--- src/rtl/pwm_chan_pkg.sv ---
package pwm_chan_pkg;
  localparam int unsigned SEL_W     = 4;
  localparam int unsigned POW_STEPS = 11;
  localparam int unsigned PRE_W     = POW_STEPS - 1;
  localparam logic [SEL_W-1:0] SEL_POW_MAX = SEL_W'(POW_STEPS - 1);
  localparam logic [SEL_W-1:0] SEL_LIN_A   = SEL_W'(POW_STEPS);
  localparam logic [SEL_W-1:0] SEL_LIN_B   = SEL_W'(POW_STEPS + 1);
  localparam int unsigned LIN_COUNT = 2;

  // true on the last master cycle of each 2^k window
  function automatic logic pow2_hit(input logic [PRE_W-1:0] c, input logic [SEL_W-1:0] k);
    logic [PRE_W-1:0] mask;
    mask = (PRE_W'(1) << k) - PRE_W'(1);
    return (c & mask) == mask;
  endfunction
endpackage

--- src/rtl/pwm_lin_div.sv ---
module pwm_lin_div #(
  parameter int DW = 8
) (
  input  logic          clk,
  input  logic          rst_n,
  input  logic          run,
  input  logic [DW-1:0] div,
  output logic          pulse
);
  logic [DW-1:0] c_q;

  assign pulse = run && (div != '0) && (c_q == div - 1'b1);

  always_ff @(posedge clk) begin
    if (!rst_n) c_q <= '0;
    else if (!run || (div == '0) || pulse) c_q <= '0;
    else c_q <= c_q + 1'b1;
  end
endmodule

--- src/rtl/pwm_prescale.sv ---
module pwm_prescale import pwm_chan_pkg::*; #(
  parameter int DW = 8
) (
  input  logic             clk,
  input  logic             rst_n,
  input  logic             run,
  input  logic [SEL_W-1:0] sel,
  input  logic [DW-1:0]    div_a,
  input  logic [DW-1:0]    div_b,
  output logic             tick
);
  logic [PRE_W-1:0] pre_q;
  logic [LIN_COUNT-1:0][DW-1:0] divs;
  logic [LIN_COUNT-1:0] lin_pulse;

  assign divs = {div_b, div_a};

  always_ff @(posedge clk) begin
    if (!rst_n || !run) pre_q <= '0;
    else pre_q <= pre_q + 1'b1;
  end

  for (genvar g = 0; g < LIN_COUNT; g++) begin : g_lin
    pwm_lin_div #(.DW(DW)) u_div (
      .clk  (clk),
      .rst_n(rst_n),
      .run  (run),
      .div  (divs[g]),
      .pulse(lin_pulse[g])
    );
  end

  always_comb begin
    if (sel <= SEL_POW_MAX) tick = run && pow2_hit(pre_q, sel);
    else if (sel == SEL_LIN_A) tick = lin_pulse[0];
    else if (sel == SEL_LIN_B) tick = lin_pulse[1];
    else tick = 1'b0;
  end
endmodule

--- src/rtl/pwm_ramp.sv ---
module pwm_ramp #(
  parameter int PW = 16
) (
  input  logic          clk,
  input  logic          rst_n,
  input  logic          run,
  input  logic          tick,
  input  logic [PW-1:0] cfg_period,
  input  logic [PW-1:0] cfg_duty,
  input  logic          cfg_pol,
  input  logic          cfg_center,
  output logic [PW-1:0] cnt_q,
  output logic          dir_down_q,
  output logic          period_end,
  output logic [PW-1:0] act_period,
  output logic [PW-1:0] act_duty,
  output logic          act_pol,
  output logic          act_center
);
  function automatic logic [PW-1:0] last_idx(input logic [PW-1:0] p);
    return (p == '0) ? '0 : p - 1'b1;
  endfunction

  logic [PW-1:0] top_val;
  logic          at_top;

  assign top_val    = last_idx(act_period);
  assign at_top     = cnt_q >= top_val;
  assign period_end = tick && (act_center ? (dir_down_q && (cnt_q == '0)) : at_top);

  always_ff @(posedge clk) begin
    if (!rst_n) begin
      cnt_q      <= '0;
      dir_down_q <= 1'b0;
      act_period <= '0;
      act_duty   <= '0;
      act_pol    <= 1'b0;
      act_center <= 1'b0;
    end else if (!run || period_end) begin
      cnt_q      <= '0;
      dir_down_q <= 1'b0;
      act_period <= cfg_period;
      act_duty   <= cfg_duty;
      act_pol    <= cfg_pol;
      act_center <= cfg_center;
    end else if (tick) begin
      if (!act_center) cnt_q <= cnt_q + 1'b1;
      else if (!dir_down_q) begin
        if (at_top) dir_down_q <= 1'b1;
        else cnt_q <= cnt_q + 1'b1;
      end else cnt_q <= cnt_q - 1'b1;
    end
  end
endmodule

--- src/rtl/pwm_aligned_chan.sv ---
module pwm_aligned_chan import pwm_chan_pkg::*; #(
  parameter int PW = 16,
  parameter int DW = 8
) (
  input  logic             clk,
  input  logic             rst_n,
  input  logic             enable,
  input  logic [PW-1:0]    cfg_period,
  input  logic [PW-1:0]    cfg_duty,
  input  logic             cfg_pol,
  input  logic             cfg_center,
  input  logic [SEL_W-1:0] cfg_clk_sel,
  input  logic [DW-1:0]    cfg_div_a,
  input  logic [DW-1:0]    cfg_div_b,
  output logic             pwm_out
);
  function automatic logic level_at(input logic [PW-1:0] c, input logic [PW-1:0] d,
                                    input logic pol);
    return (c < d) ? pol : !pol;
  endfunction

  logic          en_q;
  logic          tick;
  logic          period_end;
  logic          dir_down_q;
  logic [PW-1:0] cnt_q;
  logic [PW-1:0] act_period;
  logic [PW-1:0] act_duty;
  logic          act_pol;
  logic          act_center;

  always_ff @(posedge clk) begin
    if (!rst_n) en_q <= 1'b0;
    else en_q <= enable;
  end

  pwm_prescale #(.DW(DW)) u_pre (
    .clk  (clk),
    .rst_n(rst_n),
    .run  (en_q),
    .sel  (cfg_clk_sel),
    .div_a(cfg_div_a),
    .div_b(cfg_div_b),
    .tick (tick)
  );

  pwm_ramp #(.PW(PW)) u_ramp (
    .clk       (clk),
    .rst_n     (rst_n),
    .run       (en_q),
    .tick      (tick),
    .cfg_period(cfg_period),
    .cfg_duty  (cfg_duty),
    .cfg_pol   (cfg_pol),
    .cfg_center(cfg_center),
    .cnt_q     (cnt_q),
    .dir_down_q(dir_down_q),
    .period_end(period_end),
    .act_period(act_period),
    .act_duty  (act_duty),
    .act_pol   (act_pol),
    .act_center(act_center)
  );

  assign pwm_out = en_q && level_at(cnt_q, act_duty, act_pol);
endmodule

--- config.mk ---
export PLATFORM = sky130hd
export DESIGN_NAME = pwm_aligned_chan
export DESIGN_NICKNAME = d
export VERILOG_FILES = /design/src/rtl/pwm_chan_pkg.sv /design/src/rtl/pwm_lin_div.sv /design/src/rtl/pwm_prescale.sv /design/src/rtl/pwm_ramp.sv /design/src/rtl/pwm_aligned_chan.sv
export SDC_FILE = /design/constraint.sdc
export NUM_CORES = 1
export LEC_CHECK = 0
export ABC_AREA = 0
export BUFFER_PORTS_ARGS = -buffer_cell sky130_fd_sc_hd__buf_2
export CAP_MARGIN = 20
export CORE_ASPECT_RATIO = 1.1
export CORE_UTILIZATION = 50
export DETAILED_ROUTE_END_ITERATION = 7
export PLACE_DENSITY = 0.79
export SETUP_SLACK_MARGIN = 0.5
export SYNTH_ARGS = -nofsm -noshare
export SYNTH_HDL_FRONTEND = slang
export SYNTH_SLANG_ARGS = --single-unit
--- constraint.sdc ---
create_clock -name clk -period 3.66 [get_ports clk]
set_input_delay 0 -clock clk [delete_from_list [all_inputs] [get_ports clk]]
set_output_delay 0 -clock clk [all_outputs]
set_load 0.01 [all_outputs]
==> flow_metrics.env, run 1 <==
export IMPL_outcome="finished clean"
export IMPL_critical_path_startpoint_type="flip-flop"
export IMPL_instances_no_fill=1054
export IMPL_num_antenna_cells=0
export IMPL_post_synth_top_area_cell="sky130_fd_sc_hd__dfxtp_1"
export IMPL_critPathKind="flip-flop to flip-flop"
export IMPL_pre_cts_slack_ns=0.04232
export IMPL_yosysUniqueCellTypes=67
export IMPL_required_ns=3.90
export IMPL_timing_critical_path_from="u_ramp.act_period[11]"
export IMPL_finalSetupViolations=0
export IMPL_cap_viol_max_count=0
export IMPL_clock_tree_from_tritoncts="done"
export IMPL_via_per_inst=6.779
export IMPL_average_routed_wire_per_standard_cell_um=19.50
export IMPL_largest_net_degree_at_the_start_of_global_routing=99
export IMPL_detail_route_drc_violations=0
export IMPL_grt_pass1_vias=6491
export IMPL_floorplan_die_width_um=108.5
export IMPL_via_count=7145
export IMPL_die_area_um2=12930
export IMPL_async_reset_ff_share_pct=0
export IMPL_drtIter0Drc=811
export IMPL_most_common_layout_cells="sky130_fd_sc_hd__nand3_1 (97), sky130_fd_sc_hd__dfxtp_1 (69), sky130_fd_sc_hd__buf_2 (57)"
export IMPL_crit_path_max_fanout=7
export IMPL_peak_supply_drop_v=0.0001983
export IMPL_fin_skew_ns=0.006037
export IMPL_maxSlewHeadroom_pct=28.66
export IMPL_postRouteWirelength_um=20550
export IMPL_synth_edff_count=0
export IMPL_cts_root_buffer_cell="sky130_fd_sc_hd__clkbuf_16"
export IMPL_clock_tree_htree_level_count=3
export IMPL_io_pin_count=58
export IMPL_final_core_util_pct=68.17
export IMPL_clk_path_buf_depth=2
export IMPL_final_period_utilization_pct=98.91
export IMPL_worstHoldPathType="primary input to flip-flop"
export IMPL_areaGrowthSynthToFinish_pct=32.02
export IMPL_multi_input_area_um2=4872
export IMPL_yosys_warnings=0
export IMPL_floorplan_initialDensity_pct=51.64
export IMPL_cts_buffers_inserted=9
export IMPL_totalNegativeSetupSlack_ns=0
export IMPL_track_usage_pct=29.70
export IMPL_post_synth_inst_count=804
export IMPL_drv_slew=0
export IMPL_yosys_top_cells_area="sky130_fd_sc_hd__dfxtp_1 (25%), sky130_fd_sc_hd__ha_1 (8.8%), sky130_fd_sc_hd__nand3_1 (8.3%), sky130_fd_sc_hd__a32oi_1 (4.9%), sky130_fd_sc_hd__o2111ai_1 (4.9%)"
export IMPL_post_dp_hpwl_um=11460
export IMPL_layout_commonest_cell="sky130_fd_sc_hd__nand3_1"
export IMPL_place_congestion=0.9360
export IMPL_antenna_found_initial=0
export IMPL_synth_seq_cells=78
export IMPL_synth_avg_cell_area_um2=7.762
export IMPL_period_needed_ns=3.620
export IMPL_fin_ws_ns=0.03994
export IMPL_portBuffers=57
export IMPL_dominantRegCellSynth="sky130_fd_sc_hd__dfxtp_1"
export IMPL_fp_dieH_um=119.2
export IMPL_drt_first_pass_iters=7
export IMPL_nNetsFinal=996
export IMPL_synthesis_nets=905
export IMPL_core_area_um2=12090
export IMPL_synth_seq_area_share_pct=25.02
export IMPL_achievable_frequency_mhz=276.2
export IMPL_rsz_0062_raised_after_global_routing="true"
export IMPL_fin_total_pwr_mw=2.269
export IMPL_worst_slew_pin_transition_ns=1.070
export IMPL_cts_reportedPaths_clkPinSlew_ns=0.07
export IMPL_reg2reg_from="u_ramp.act_period[11]"
export IMPL_num_fill_cells=879
export IMPL_row_count=42
export IMPL_ff_latch_area_um2=1578
export IMPL_yosysTopAreaCellShare_pct=25.02
export IMPL_worstSkewPairLatency_ns=0.35
export IMPL_leakage_nw=3.253
export IMPL_final_hold_violation_count=0
export IMPL_post_route_cells_drive_above_1_share_pct=23.22
export IMPL_global_route_overflow_total=0
export IMPL_synthesis_area_um2=6241
export IMPL_timing_critical_path_arrival_ns=3.86
export IMPL_grt_pass1_wl_um=30900
export IMPL_hold_path_startpoint="rst_n"
export IMPL_power_density_nw_per_um2=275.4
export IMPL_post_place_cells=966
export IMPL_endpoint_kind="flip-flop"
export IMPL_drtAntennaViolNets=0
export IMPL_clkSinkCount=78
## worst max-delay path, stage by stage, from the launching register on
cell	delay (ns)
sky130_fd_sc_hd__dfxtp_2	0.32
sky130_fd_sc_hd__or4_4	0.56
sky130_fd_sc_hd__nor4_4	0.21
sky130_fd_sc_hd__buf_4	0.18
sky130_fd_sc_hd__nand3_4	0.10
sky130_fd_sc_hd__nand2b_1	0.11
sky130_fd_sc_hd__ha_1	0.24
sky130_fd_sc_hd__o211ai_1	0.28
sky130_fd_sc_hd__a21oi_1	0.14
sky130_fd_sc_hd__o41ai_4	0.31
sky130_fd_sc_hd__buf_4	0.19
sky130_fd_sc_hd__a211oi_4	0.05
sky130_fd_sc_hd__buf_6	0.16
sky130_fd_sc_hd__buf_4	0.14
sky130_fd_sc_hd__nor3_1	0.16
sky130_fd_sc_hd__o22ai_1	0.09
sky130_fd_sc_hd__a32o_1	0.25
## path summary, 6_finish.rpt
kind,to,slack [ns],depth (start not counted)
max,u_ramp.cnt_q[7],0.04,16
max reg2reg,u_ramp.cnt_q[7],0.04,16
min reg2reg,u_pre.pre_q[0],0.51,1
min,u_ramp.act_duty[0],0.04,3
## cells in the mapped netlist, drive strengths merged (6+ instances only)
library cell  count
a21o              9
xor2             24
o21ai            16
xnor2            24
and2              6
a32o              6
nor4             13
buf              22
a31oi             6
nor3             19
nand2b            9
a21oi            19
a22oi             6
ha               44
clkbuf           41
dfxtp            78
a211oi            9
nand4            11
or3              10
o2111ai          35
a32oi            35
nand2            52
and3             44
inv              31
o22ai            14
nor2             54
nand3           103
nor2b             7
## flip-flops by register name (all words and copies together), names as in the netlist
signal and flops:
u_ramp.act_pol 1, u_ramp.dir_down_q 1, u_pre.g_lin.u_div.c_q 16, u_pre.pre_q 10, u_ramp.act_period 16, u_ramp.cnt_q 16, u_ramp.act_center 1, en_q 1
u_ramp.act_duty 16
## kinds of logic after synthesis
family	after synthesis	share of synthesized area, %
and+or+nand+nor	345	28.73
AOI/OAI and AO/OA	188	23.56
buffers and inverters	95	6.155
DFF	78	25.02
xor gates and xnor gates	48	6.736
adders and majority gates	44	8.821
muxes	6	0.9824
## where the power goes
part / internal (mW) / leakage, nW / total [mW] / switching, mW
clock network: 0.473 / 0.138 / 0.880 / 0.407
registers: 0.883 / 0.641 / 0.923 / 0.0404
logic: 0.220 / 2.47 / 0.466 / 0.246
total: 1.58 / 3.25 / 2.27 / 0.694
## layer usage
metal / vias to the layer above / part of all wire (%) / GRT usage [%] / wire [um]
met5: - / 0 / 0 / 0
met4: 0 / 4.9 / 15.63 / 1001
met3: 123 / 9.3 / 5.857 / 1909
met2: 476 / 48 / 48.85 / 9894
met1: 3287 / 38 / 36.10 / 7749
li1: 3259 / - / - / -
## repair_timing
action                                  CTS  global route
gates resized for setup                  50            43
endpoints found under the setup margin   51            51
hold endpoints to repair                 35             0
cloned                                    5             3
hold buffers                             35             0
pin swaps                                40            25
buffers inserted                         23             6
## stage by stage
stage               hold slack [ns]  instance area, um2
finish                      0.04008                8239
global route                0.06449                8239
CTS                         0.02631                7865
detailed placement           0.2392                6729
global placement             0.2409                6729
floorplan                    0.1273                6424
## cell type report
| type | instances | area share [%] |
|---|---|---|
| inverters | 32 | 1.458 |
| flip-flops and latches | 78 | 19.15 |
| repair buffers | 140 | 14.46 |
| clock buffers | 9 | 2.733 |
| clock inverters | 7 | 0.7289 |
| multi-input cells | 634 | 59.13 |
| well taps | 154 | 2.339 |
(Power assumes the default switching activity.)
==> inputs of run 2 (changes only) <==
PLACE_DENSITY = 0.76   (was 0.79)
clock period = 3.44 ns   (was 3.66 ns; I/O delays follow)
==> run 2 against run 1 <==
Worst hold slack better by 0.29 ns. Die area stayed put. Sequential cell count is the same. Critical path depth up 1. First-iteration DRC count down 19%. Global-route usage increased by 0.48 points. Final area is 2.1% lower. Combinational power is 0.9% higher. Clock power is 27% higher. Clock-buffer cell count unchanged. Critical path type unchanged. Critical endpoint is now u_ramp.cnt_q[11]. Largest power group is now clock.
==> flow_metrics.env, run 2 (same netlist as run 1, synthesis figures left out) <==
export IMPL_critPathKind="flip-flop to flip-flop"
export IMPL_core_area_um2=12090
export IMPL_largest_net_degree_at_the_start_of_global_routing=106
export IMPL_reg2reg_from="u_ramp.act_period[7]"
export IMPL_worst_slew_pin_transition_ns=1.064
export IMPL_most_common_layout_cells="sky130_fd_sc_hd__nand3_1 (98), sky130_fd_sc_hd__dfxtp_1 (75), sky130_fd_sc_hd__buf_2 (57)"
export IMPL_power_density_nw_per_um2=317.6
export IMPL_track_usage_pct=30.17
export IMPL_r2r_setup_slack_ns=0.03
export IMPL_worstSkewPairLatency_ns=0.35
export IMPL_crit_path_max_fanout=6
export IMPL_ff_latch_area_um2=1565
export IMPL_nNetsFinal=1002
export IMPL_cts_reportedPaths_clkPinSlew_ns=0.06
export IMPL_drtIter0Drc=659
export IMPL_timing_hold_worst_endpoint="u_pre.g_lin[0].u_div.c_q[1]"
export IMPL_post_route_cells_drive_above_1_share_pct=21.08
export IMPL_postRouteWirelength_um=19620
export IMPL_critical_path_startpoint_type="flip-flop"
export IMPL_areaGrowthSynthToFinish_pct=29.19
export IMPL_peak_supply_drop_v=0.0002055
export IMPL_num_antenna_cells=0
export IMPL_fin_total_pwr_mw=2.561
export IMPL_grt_pass1_wl_um=31570
export IMPL_clock_tree_htree_level_count=3
export IMPL_floorplan_initialDensity_pct=51.64
export IMPL_average_routed_wire_per_standard_cell_um=18.51
export IMPL_row_count=42
export IMPL_die_area_um2=12930
export IMPL_leakage_nw=3.254
export IMPL_clk_path_buf_depth=2
export IMPL_fp_dieH_um=119.2
export IMPL_r2r_cells=17
export IMPL_outcome="finished clean"
export IMPL_detail_route_drc_violations=0
export IMPL_num_fill_cells=961
export IMPL_antenna_found_initial=0
export IMPL_clock_tree_from_tritoncts="done"
export IMPL_multi_input_area_um2=4659
export IMPL_drt_first_pass_iters=5
export IMPL_hold_path_startpoint="cfg_div_a[7]"
export IMPL_endpoint_kind="flip-flop"
export IMPL_drv_slew=0
export IMPL_cap_viol_max_count=0
export IMPL_maxSlewHeadroom_pct=29.07
export IMPL_post_dp_hpwl_um=12580
export IMPL_worstHoldPathType="primary input to flip-flop"
export IMPL_cts_buffers_inserted=9
export IMPL_hold_ws_ns=0.3293
export IMPL_floorplan_die_width_um=108.5
export IMPL_achievable_frequency_mhz=293.0
export IMPL_period_needed_ns=3.413
export IMPL_portBuffers=57
export IMPL_via_count=7018
export IMPL_timing_critical_path_arrival_ns=3.66
export IMPL_io_pin_count=58
export IMPL_global_route_overflow_total=0
export IMPL_via_per_inst=6.621
export IMPL_grt_pass1_vias=6715
export IMPL_final_period_utilization_pct=99.23
export IMPL_layout_commonest_cell="sky130_fd_sc_hd__nand3_1"
export IMPL_drtAntennaViolNets=0
export IMPL_finalSetupViolations=0
export IMPL_rsz_0062_raised_after_global_routing="true"
export IMPL_cts_root_buffer_cell="sky130_fd_sc_hd__clkbuf_16"
export IMPL_place_congestion=0.9138
export IMPL_required_ns=3.69
export IMPL_clkSinkCount=78
export IMPL_final_hold_violation_count=0
export IMPL_r2r_end="u_ramp.cnt_q[11]"
export IMPL_fin_skew_ns=0.008746
export IMPL_whs_path_depth=5
## run 2: final cells by class
| type | instances | area share (%) |
|---|---|---|
| clock buffers | 9 | 2.793 |
| well taps | 154 | 2.390 |
| clock inverters | 7 | 1.490 |
| inverters | 32 | 1.490 |
| repair buffers | 148 | 14.63 |
| flip-flops and latches | 78 | 19.41 |
| multi-input cells | 632 | 57.79 |
## run 2: worst max path at each step
stage,from,end,slack (ns),cells after the start
CTS,u_ramp.act_period[9],u_ramp.cnt_q[13],0.1,15
global placement,u_ramp.act_period[8],u_ramp.cnt_q[14],0.05,13
floorplan,u_ramp.act_period[8],u_ramp.cnt_q[10],0.12,12
finish,u_ramp.act_period[7],u_ramp.cnt_q[11],0.03,17
global route,u_ramp.act_period[9],u_ramp.cnt_q[7],-0.11,16
detailed placement,u_ramp.act_period[8],u_ramp.act_period[0],-0.07,14
## run 2: metal layers
layer | share of wire [%] | up-vias | routed length (um) | global-route usage (%)
li1 | - | 3254 | - | -
met1 | 40 | 3306 | 7794 | 36.15
met2 | 49 | 379 | 9702 | 51.94
met3 | 6.7 | 79 | 1323 | 3.777
met4 | 4.1 | 0 | 795 | 15.63
met5 | 0 | - | 0 | 0
## run 2: timing repair
action                                  4_1_cts  5_1_grt
pin swaps                                    22        7
cloned                                        4        0
hold endpoints to repair                     36        0
endpoints found under the setup margin       51       51
gates resized for setup                      40       16
setup buffers                                16        6
hold buffers                                 36        0
## run 2: worst max-delay path: stages (launching register included)
cell	delay, ns
sky130_fd_sc_hd__dfxtp_2	0.34
sky130_fd_sc_hd__nor4_4	0.38
sky130_fd_sc_hd__nand2_2	0.15
sky130_fd_sc_hd__buf_6	0.15
sky130_fd_sc_hd__nor2_4	0.09
sky130_fd_sc_hd__xor2_2	0.17
sky130_fd_sc_hd__nand2_2	0.10
sky130_fd_sc_hd__ha_4	0.28
sky130_fd_sc_hd__nand4_1	0.13
sky130_fd_sc_hd__a211oi_2	0.30
sky130_fd_sc_hd__o41ai_4	0.15
sky130_fd_sc_hd__buf_4	0.17
sky130_fd_sc_hd__a211oi_4	0.20
sky130_fd_sc_hd__buf_6	0.16
sky130_fd_sc_hd__buf_4	0.11
sky130_fd_sc_hd__nor2_2	0.03
sky130_fd_sc_hd__a2bb2oi_1	0.13
sky130_fd_sc_hd__o32ai_1	0.26
## run 2: power by group
part           total [mW]  internal [mW]  switching [mW]
combinational       0.470          0.221           0.249
clock                1.12          0.711           0.407
sequential          0.972          0.939          0.0335
## run 2: through the flow
step | setup WS [ns] | std cells | cell area, um2 | TNS [ns] | utilization [%]
2_1_floorplan | 0.1206 | 804 | 6445 | 0 | -
3_5_place_dp | -0.06743 | 982 | 6845 | -0.9877 | 56.64
4_1_cts | 0.09894 | 1054 | 7924 | 0 | 65.56
6_report | 0.02655 | 1060 | 8063 | 0 | 66.71
5_1_grt | -0.1079 | 1060 | 8063 | -1.789 | 66.71
3_3_place_gp | 0.05452 | 982 | 6845 | 0 | 56.64
==> inputs of run 3 (changes only) <==
CORE_UTILIZATION = 35   (was 50)
PLACE_DENSITY = 0.59   (was 0.76)
==> run 3 against run 2 <==
Maximum frequency is 2.9% higher. Worst hold slack lost 0.030 ns. Die area rose by 42%. Clock-buffer cell count unchanged. Final cell count is 8.2% higher. First-iteration DRC count down 44%. Sequential power about the same. Clock skew is 0.0057 ns higher. Setup slack improved by 0.096 ns. Via count is 4.0% lower. Non-clock buffer count increased by 7. Critical path depth fell by 2. Critical endpoint is now u_ramp.cnt_q[4]. Highest routed layer unchanged.
==> flow_metrics.env, run 3 (same netlist as run 1, synthesis figures left out) <==
export IMPL_hold_ws_ns=0.2998
export IMPL_achievable_frequency_mhz=301.4
export IMPL_io_pin_count=58
export IMPL_instances_no_fill=1147
export IMPL_row_count=50
export IMPL_layout_commonest_cell="sky130_fd_sc_hd__nand3_1"
export IMPL_floorplan_die_width_um=129.3
export IMPL_worst_slew_pin_transition_ns=0.9910
export IMPL_cts_reportedPaths_clkPinSlew_ns=0.07
export IMPL_final_core_util_pct=49.64
export IMPL_cts_root_buffer_cell="sky130_fd_sc_hd__clkbuf_16"
export IMPL_fin_total_pwr_mw=2.401
export IMPL_p_clk_share_pct=39.5
export IMPL_endpoint="u_ramp.cnt_q[4]"
export IMPL_finalSetupViolations=0
export IMPL_placedInstanceArea_um2=7116
export IMPL_crit_path_max_fanout=8
export IMPL_final_hold_violation_count=0
export IMPL_postRouteWirelength_um=20130
export IMPL_post_place_cells=1078
export IMPL_critical_path_startpoint_type="flip-flop"
export IMPL_r2r_setup_slack_ns=0.12
export IMPL_timing_critical_path_from="u_ramp.act_period[9]"
export IMPL_power_density_nw_per_um2=281.1
export IMPL_fraction_of_power_spent_switching_nets_pct=30.20
export IMPL_detail_route_drc_violations=0
export IMPL_peak_supply_drop_v=0.0002130
export IMPL_areaGrowthSynthToFinish_pct=36.85
export IMPL_r2r_end="u_ramp.cnt_q[4]"
export IMPL_drt_first_pass_iters=5
export IMPL_antenna_found_initial=0
export IMPL_most_common_layout_cells="sky130_fd_sc_hd__nand3_1 (99), sky130_fd_sc_hd__dfxtp_1 (75), sky130_fd_sc_hd__buf_2 (57)"
export IMPL_largest_net_degree_at_the_start_of_global_routing=71
export IMPL_finish_instance_area_um2=8541
export IMPL_floorplan_initialDensity_pct=36.28
export IMPL_fp_dieH_um=142.1
export IMPL_place_congestion=0.8859
export IMPL_core_area_um2=17200
export IMPL_num_antenna_cells=0
export IMPL_timing_critical_path_arrival_ns=3.55
export IMPL_global_route_overflow_total=0
export IMPL_grt_pass1_vias=6315
export IMPL_final_period_utilization_pct=96.44
export IMPL_clock_tree_from_tritoncts="done"
export IMPL_portBuffers=57
export IMPL_via_per_inst=5.873
export IMPL_track_usage_pct=21.48
export IMPL_worstHoldPathType="primary input to flip-flop"
export IMPL_cts_buffers_inserted=9
export IMPL_power_share_sequential_pct=40.5
export IMPL_leakage_nw=3.326
export IMPL_fin_skew_ns=0.01443
export IMPL_average_routed_wire_per_standard_cell_um=17.55
export IMPL_clkSinkCount=78
export IMPL_drv_slew=0
export IMPL_maxSlewHeadroom_pct=33.74
export IMPL_drtIter0Drc=367
export IMPL_comb_power_share_pct=20.0
export IMPL_switchingPower_mw=0.7249
export IMPL_period_needed_ns=3.317
export IMPL_clk_path_buf_depth=2
export IMPL_whs_path_depth=3
export IMPL_r2r_cells=15
export IMPL_post_dp_hpwl_um=13120
export IMPL_reg2reg_from="u_ramp.act_period[9]"
export IMPL_critPathKind="flip-flop to flip-flop"
export IMPL_cap_viol_max_count=0
export IMPL_worstSkewPairLatency_ns=0.36
export IMPL_nNetsFinal=1009
export IMPL_via_count=6736
export IMPL_internal_power_contribution_mw=1.676
export IMPL_required_ns=3.67
export IMPL_post_route_cells_drive_above_1_share_pct=25.85
export IMPL_grt_pass1_wl_um=31400
export IMPL_endpoint_kind="flip-flop"
export IMPL_clock_tree_htree_level_count=3
export IMPL_rsz_0062_raised_after_global_routing="true"
export IMPL_drtAntennaViolNets=0
export IMPL_outcome="finished clean"
export IMPL_die_area_um2=18370
-- run 3: changes by cell type in the layout (fill, tap and decap cells not counted), sizes merged --
cell	change
nand2	-1
clkbuf	+4
bufbuf	-2
inv	+4
clkinv	-1
buf	+6
dlygate4sd3	-1
bufinv	-3
o21ai	+1
-- run 3: timing repair --
item,CTS,global route
setup buffers,8,3
pin swaps,27,42
setup endpoints to repair,51,51
endpoints found under the hold margin,35,0
hold buffers,35,0
resized for setup,27,66
cloned,1,6
-- run 3: how the worst min path moves through the flow --
stage          startpoint               endpoint
2_1_floorplan      enable                   en_q
3_3_place_gp       enable                   en_q
3_5_place_dp       enable                   en_q
4_1_cts             rst_n    u_ramp.act_duty[15]
5_1_grt             rst_n  u_ramp.act_period[15]
6_report            rst_n  u_ramp.act_period[15]
-- run 3: power groups by stage --
stage | combinational, mW | clock, mW | sequential, mW
after global routing | 0.531 | 1.01 | 0.976
final | 0.480 | 0.949 | 0.972
after floorplan | 0.265 | 0 | 0.984
after detailed placement | 0.397 | 0 | 0.990
after global placement | 0.396 | 0 | 0.988
after CTS | 0.447 | 0.971 | 0.971
-- run 3: layout make-up --
class | count | area, um2
fillers | 1645 | 8663
multi-input cells | 632 | 4956
flip-flops and latches | 78 | 1565
repair buffers | 155 | 1319
well taps | 234 | 292.8
clock buffers | 9 | 225.2
inverters | 32 | 120.1
clock inverters | 7 | 62.56
-- run 3: per-stage QoR --
| step | TNS (ns) | setup slack, ns |
|---|---|---|
| after global routing | -0.5129 | -0.04356 |
| after floorplan | 0 | 0.1206 |
| after global placement | 0 | 0.06136 |
| after CTS | 0 | 0.07199 |
| after detailed placement | 0 | 0.004396 |
| final | 0 | 0.1226 |
-- run 3: layer usage --
metal / track usage [%] / vias up / part of all wire [%]
li1: - / 3284 / -
met1: 26.66 / 3199 / 43
met2: 36.93 / 209 / 49
met3: 3.008 / 44 / 5.2
met4: 8.916 / 0 / 2.9
met5: 0 / - / 0
-- run 3: worst max-delay path, stage by stage (launching register included) --
cell	delay, ns
sky130_fd_sc_hd__dfxtp_2	0.32
sky130_fd_sc_hd__or4_4	0.54
sky130_fd_sc_hd__nor4_4	0.18
sky130_fd_sc_hd__nand3_2	0.16
sky130_fd_sc_hd__buf_6	0.16
sky130_fd_sc_hd__buf_6	0.12
sky130_fd_sc_hd__nand2_2	0.07
sky130_fd_sc_hd__ha_4	0.13
sky130_fd_sc_hd__o21ai_2	0.06
sky130_fd_sc_hd__a211oi_2	0.28
sky130_fd_sc_hd__o41ai_4	0.15
sky130_fd_sc_hd__a211o_1	0.34
sky130_fd_sc_hd__and2_4	0.22
sky130_fd_sc_hd__buf_12	0.17
sky130_fd_sc_hd__a22oi_1	0.16
sky130_fd_sc_hd__o22ai_1	0.13
